--- src/rtl/hbus_pkg.sv ---
package hbus_pkg;
    typedef enum logic [1:0] {
        WK_NONE = 2'd0,
        WK_CMD  = 2'd1,
        WK_DATA = 2'd2
    } wr_kind_e;

    localparam int CTRL_W = 4;
endpackage

--- src/rtl/hbus_sync.sv ---
module hbus_sync #(
    parameter int          W       = 1,
    parameter logic [W-1:0] RST_VAL = '0
) (
    input  logic         clk,
    input  logic         rst_n,
    input  logic [W-1:0] async_i,
    output logic [W-1:0] sync_o
);
    typedef struct packed {
        logic [W-1:0] s1;
        logic [W-1:0] s2;
    } st_t;

    st_t st_d, st_q;

    always_comb begin
        st_d    = st_q;
        st_d.s1 = async_i;
        st_d.s2 = st_q.s1;
    end

    always_ff @(posedge clk or negedge rst_n) begin
        if (!rst_n) begin
            st_q <= '{s1: RST_VAL, s2: RST_VAL};
        end else begin
            st_q <= st_d;
        end
    end

    assign sync_o = st_q.s2;
endmodule

--- src/rtl/hbus_edge.sv ---
module hbus_edge #(
    parameter int           W       = 1,
    parameter logic [W-1:0] RST_VAL = '1
) (
    input  logic         clk,
    input  logic         rst_n,
    input  logic [W-1:0] lvl_i,
    output logic [W-1:0] rise_o
);
    logic [W-1:0] prev_d, prev_q;

    always_comb begin
        prev_d = lvl_i;
    end

    always_ff @(posedge clk or negedge rst_n) begin
        if (!rst_n) begin
            prev_q <= RST_VAL;
        end else begin
            prev_q <= prev_d;
        end
    end

    assign rise_o = lvl_i & ~prev_q;
endmodule

--- src/rtl/hbus_rdpipe.sv ---
module hbus_rdpipe #(
    parameter int ADDR_W = 10,
    parameter int DATA_W = 8
) (
    input  logic              clk,
    input  logic              rst_n,
    input  logic              rd_go,
    input  logic              ptr_load,
    input  logic [ADDR_W-1:0] ptr_value,
    input  logic [DATA_W-1:0] mem_rdata,
    output logic              mem_req,
    output logic [ADDR_W-1:0] mem_addr,
    output logic [DATA_W-1:0] rd_byte
);
    typedef struct packed {
        logic [ADDR_W-1:0] ptr;
        logic              req;
        logic [ADDR_W-1:0] addr;
        logic              pend;
        logic [DATA_W-1:0] buffer;
    } st_t;

    st_t st_d, st_q;

    always_comb begin
        st_d      = st_q;
        st_d.req  = 1'b0;
        st_d.pend = st_q.req;
        if (st_q.pend) begin
            st_d.buffer = mem_rdata;
        end
        if (ptr_load) begin
            st_d.ptr    = ptr_value;
            st_d.buffer = '0;
            st_d.pend   = 1'b0;
        end else if (rd_go) begin
            st_d.req  = 1'b1;
            st_d.addr = st_q.ptr;
            st_d.ptr  = st_q.ptr + 1'b1;
        end
    end

    always_ff @(posedge clk or negedge rst_n) begin
        if (!rst_n) begin
            st_q <= '0;
        end else begin
            st_q <= st_d;
        end
    end

    assign mem_req  = st_q.req;
    assign mem_addr = st_q.addr;
    assign rd_byte  = st_q.buffer;
endmodule

--- src/rtl/hbus_par_slave.sv ---
module hbus_par_slave
    import hbus_pkg::*;
#(
    parameter int ADDR_W = 10,
    parameter int DATA_W = 8
) (
    input  logic              clk,
    input  logic              rst_n,
    input  logic              bus_cs_n,
    input  logic              bus_rd_n,
    input  logic              bus_wr_n,
    input  logic              bus_dc,
    input  logic [DATA_W-1:0] bus_din,
    output logic [DATA_W-1:0] bus_dout,
    output logic              bus_doe,
    output logic              cmd_vld,
    output logic [DATA_W-1:0] cmd_byte,
    output logic              wd_vld,
    output logic [DATA_W-1:0] wd_byte,
    input  logic              ptr_load,
    input  logic [ADDR_W-1:0] ptr_value,
    output logic              mem_req,
    output logic [ADDR_W-1:0] mem_addr,
    input  logic [DATA_W-1:0] mem_rdata
);
    localparam int SYNC_W = CTRL_W + DATA_W;
    localparam logic [SYNC_W-1:0] SYNC_RST = {4'b0111, {DATA_W{1'b0}}};

    logic [SYNC_W-1:0] sync_lvl;
    logic              dc_s, cs_n_s, rd_n_s, wr_n_s;
    logic [DATA_W-1:0] din_s;
    logic [1:0]        rise;
    logic              rd_go;

    hbus_sync #(.W(SYNC_W), .RST_VAL(SYNC_RST)) u_sync (
        .clk     (clk),
        .rst_n   (rst_n),
        .async_i ({bus_dc, bus_cs_n, bus_rd_n, bus_wr_n, bus_din}),
        .sync_o  (sync_lvl)
    );

    assign {dc_s, cs_n_s, rd_n_s, wr_n_s, din_s} = sync_lvl;

    hbus_edge #(.W(2), .RST_VAL(2'b11)) u_edge (
        .clk    (clk),
        .rst_n  (rst_n),
        .lvl_i  ({rd_n_s, wr_n_s}),
        .rise_o (rise)
    );

    typedef struct packed {
        logic              cmd_vld;
        logic [DATA_W-1:0] cmd_byte;
        logic              wd_vld;
        logic [DATA_W-1:0] wd_byte;
    } wst_t;

    wst_t     w_d, w_q;
    wr_kind_e kind;

    always_comb begin
        w_d        = w_q;
        w_d.cmd_vld = 1'b0;
        w_d.wd_vld  = 1'b0;
        kind        = WK_NONE;
        if (rise[0] && !cs_n_s) begin
            kind = dc_s ? WK_DATA : WK_CMD;
        end
        case (kind)
            WK_CMD: begin
                w_d.cmd_vld  = 1'b1;
                w_d.cmd_byte = din_s;
            end
            WK_DATA: begin
                w_d.wd_vld  = 1'b1;
                w_d.wd_byte = din_s;
            end
            default: ;
        endcase
    end

    always_ff @(posedge clk or negedge rst_n) begin
        if (!rst_n) begin
            w_q <= '0;
        end else begin
            w_q <= w_d;
        end
    end

    assign rd_go = rise[1] && !cs_n_s;

    hbus_rdpipe #(.ADDR_W(ADDR_W), .DATA_W(DATA_W)) u_rdpipe (
        .clk       (clk),
        .rst_n     (rst_n),
        .rd_go     (rd_go),
        .ptr_load  (ptr_load),
        .ptr_value (ptr_value),
        .mem_rdata (mem_rdata),
        .mem_req   (mem_req),
        .mem_addr  (mem_addr),
        .rd_byte   (bus_dout)
    );

    assign bus_doe  = !bus_cs_n && !bus_rd_n;
    assign cmd_vld  = w_q.cmd_vld;
    assign cmd_byte = w_q.cmd_byte;
    assign wd_vld   = w_q.wd_vld;
    assign wd_byte  = w_q.wd_byte;
endmodule

--- config.mk ---
export PLATFORM = sky130hd
export DESIGN_NAME = hbus_par_slave
export DESIGN_NICKNAME = d
export VERILOG_FILES = /design/src/rtl/hbus_pkg.sv /design/src/rtl/hbus_sync.sv /design/src/rtl/hbus_edge.sv /design/src/rtl/hbus_rdpipe.sv /design/src/rtl/hbus_par_slave.sv
export SDC_FILE = /design/constraint.sdc
export NUM_CORES = 1
export LEC_CHECK = 0
export BUFFER_PORTS_ARGS = -buffer_cell sky130_fd_sc_hd__buf_2
export CORE_UTILIZATION = 50
export DETAILED_ROUTE_END_ITERATION = 6
export HOLD_SLACK_MARGIN = 0.12
export PLACE_DENSITY = 0.79
export SYNTH_ARGS = -nofsm -noshare
export SYNTH_HDL_FRONTEND = slang
export SYNTH_SLANG_ARGS = --single-unit
--- constraint.sdc ---
create_clock -name clk -period 3.9 [get_ports clk]
set_clock_uncertainty 0.05 [all_clocks]
set_input_delay 0.39 -clock clk [delete_from_list [all_inputs] [get_ports clk]]
set_output_delay 0.39 -clock clk [all_outputs]
set_load 0.02 [all_outputs]
==> impl_metrics.yaml <==
finish:
  multiInputGateArea_um2: 769
  final_area_um2: 3390
  final_common_cell: "buf_2"
  diodes: 0
  fin_cells: 340
  final_cell_mix: "buf_2, dfrtp_1, mux2_2"
  fill_cells: 407
  seq_area_um2: 1860
  nets: 299
  area_delta_synth_final_pct: 21.6
  drive_above_1_share: 0.444
  finish.utilization: 0.648
clock_network:
  insertion_delay_ps: 320
  cts_tree: "built"
  cts_resized: 0
  clock_sinks: 74
  h-tree-depth: 3
  cts_setup_buffers: 0
  clk_pin_slew_ps: 70
  cts-buffers-inserted: 9
  clockBufferDepth: 2
  root_buffer: "clkbuf_8"
grt:
  grt_pass1_wl_mm: 7.86
  grt_max_degree: 75
  first_global_vias: 1697
  grt_overflow: 0
  grt_usage: 0.178
  antenna_found_initial: 0
floorplan:
  dieHeight_um: 76.7
  die_x_um: 76.7
  rows: 26
  start_util: 0.532
  core_um2: 5240
  dieArea_um2: 5880
  num_io_pins: 71
pwr:
  ir_worst_vdd_mv: 0.361
  leakage_nw: 1.58
  power_density_nw_per_um2: 522
logic_synthesis:
  ys_seq_area_frac: 0.668
  synthFlopType: "dfrtp_1"
  synthCells: 196
  async_flop_share: 1.00
  ys_top_cells_by_area: "dfrtp_1, mux2_2, dfstp_2, buf_4, mux2i_1"
  synth-seq-cells: 74
  yosysTopAreaCell: "dfrtp_1"
  synth_edf_count: 0
  synth.avg_cell_area_um2: 14.2
  yosysUniqueCellTypes: 33
  syn-num-nets: 230
  netlist_area_um2: 2790
  yosysWarningCount: 0
  yosysTopAreaCellShare: 0.592
critical_path:
  max_stage_delay_ps: 710
  required_ps: 4060
  critPathTopFamily: "simple AND/OR/NAND/NOR gates"
  arrival_ps: 2500
  cp.buffers_inverters: 0
  crit_slowest_cell: "nor2_1"
  crit_fanout: 11
  path_cells: "or3b_1 -> nor2_1 -> mux2_2"
  cp-end-kind: "register"
  critPathKind: "register to register"
  critPathLaunchType: "register"
routing:
  drt_iter0_drc: 95
  firstDrtPassIters: 4
  wl_met2_mm: 2.26
  avgRoutedWirePerCell_um: 13.2
  route.layer.met1.wl_mm: 1.97
  vias: 1683
  highest_layer: "met4"
  ant_nets: 0
  routed_wirelength_mm: 4.50
  via_per_inst: 4.95
  wl_met3_um: 194
  drc_errors: 0
sta:
  whs_ps: 137
  min_period_ps: 2340
  slew_headroom: 0.232
  setup_viol: 0
  max_freq_ghz: 0.428
  hold_violations: 0
  min_period_over_period: 0.599
  max_slew.worst_pin.slew_ps: 1150
  grt_setup_unrepaired: "false"
  drv_slew: 0
  tns_ps: 0
place:
  gp_congestion: 0.774
  hpwl_mm: 3.03
  placed_cell_area_um2: 3080
  portBuffers: 70
  placedCellCount: 312
hold_path:
  hold_path_class: "primary input to asynchronous set/reset pin"
status:
  status: "finished clean"
flow_run:
  maxCapViolCount: 0
==> routing by layer <==
layer | up-vias | track usage
li1 | 811 | -
met3 | 7 | 0.0452
met4 | 0 | 0.0981
met2 | 47 | 0.288
met1 | 818 | 0.218
met5 | - | 0
==> synthesized netlist by cell type (2+ instances only) <==
cell,n
a31oi_1,3
buf_2,2
buf_4,18
clkbuf_1,3
dfrtp_1,66
dfstp_2,8
mux2_2,26
mux2i_1,9
nand2_1,10
nand3_1,4
nand4_1,2
nor2_1,14
nor4bb_1,2
o211ai_1,2
o21ai_0,4
o31ai_1,2
or4_1,5
==> cell families (layout without fill, tap and decap cells) <==
family | after synthesis | count (layout) | synth area share
buffers and inverters | 25 | 99 | 0.0588
AOI/OAI and AO/OA | 15 | 15 | 0.0381
DFF | 74 | 74 | 0.668
xor gates and xnor gates | 2 | 2 | 0.00628
and+or+nand+nor | 44 | 44 | 0.0875
adders and majority gates | 1 | 1 | 0.00449
muxes | 35 | 35 | 0.137
==> area by class of cell <==
class | count | share of cell area
clock buffer | 12 | 0.0428
clock inverter | 4 | 0.0151
inverter | 1 | 0.00111
multi-input combinational | 97 | 0.227
sequential | 74 | 0.549
tap | 70 | 0.0258
timing repair buffer | 82 | 0.139
==> report_power, final <==
part / total (W) / leakage (nW) / internal [W] / switching [W]
Combinational: 0.000290 / 0.587 / 0.000126 / 0.000164
Clock: 0.000569 / 0.0966 / 0.000314 / 0.000255
Sequential: 0.000910 / 0.891 / 0.000859 / 0.0000513
Total: 0.00177 / 1.58 / 0.00130 / 0.000471
==> sequential cells by signal, indices dropped and copies added, names as in the netlist <==
register	count
u_sync.sync_o	12
u_rdpipe.st_q	11
wd_byte	8
u_rdpipe.mem_req	1
wd_vld	1
u_rdpipe.rd_byte	8
cmd_byte	8
u_edge.prev_q	2
cmd_vld	1
u_rdpipe.mem_addr	10
u_sync.st_d	12
==> path summary, 6_finish.rpt <==
path / cells past startpoint / to / slack, ps / start
min in group clk: 3 / u_rdpipe.st_q[20] / 220 / ptr_value[0]
max: 3 / u_rdpipe.mem_addr[0] / 1560 / u_sync.sync_o[9]
min: 1 / u_rdpipe.mem_addr[8] / 140 / rst_n
max reg2reg: 3 / u_rdpipe.mem_addr[0] / 1560 / u_sync.sync_o[9]
max in group asynchronous: 1 / u_rdpipe.st_q[26] / 3110 / rst_n
min reg2reg: 0 / u_sync.sync_o[5] / 300 / u_sync.st_d[5]
==> worst reg2reg max path, stage by stage (launching register included) <==
cell and delay, ps:
dfstp_2 550, or3b_1 490, nor2_1 710, mux2_2 420
==> timing repair <==
item	4_1_cts	5_1_grt
setup endpoints to repair	0	0
hold buffers	12	0
endpoints found under the hold margin	12	0
==> through the flow <==
stage / power [W] / worst slack (ps)
2_1_floorplan: 0.00113 / 2000
3_3_place_gp: 0.00120 / 1580
3_5_place_dp: 0.00121 / 1490
4_1_cts: 0.00180 / 1480
5_1_grt: 0.00187 / 1390
6_report: 0.00177 / 1560
(Power assumes the default switching activity.)
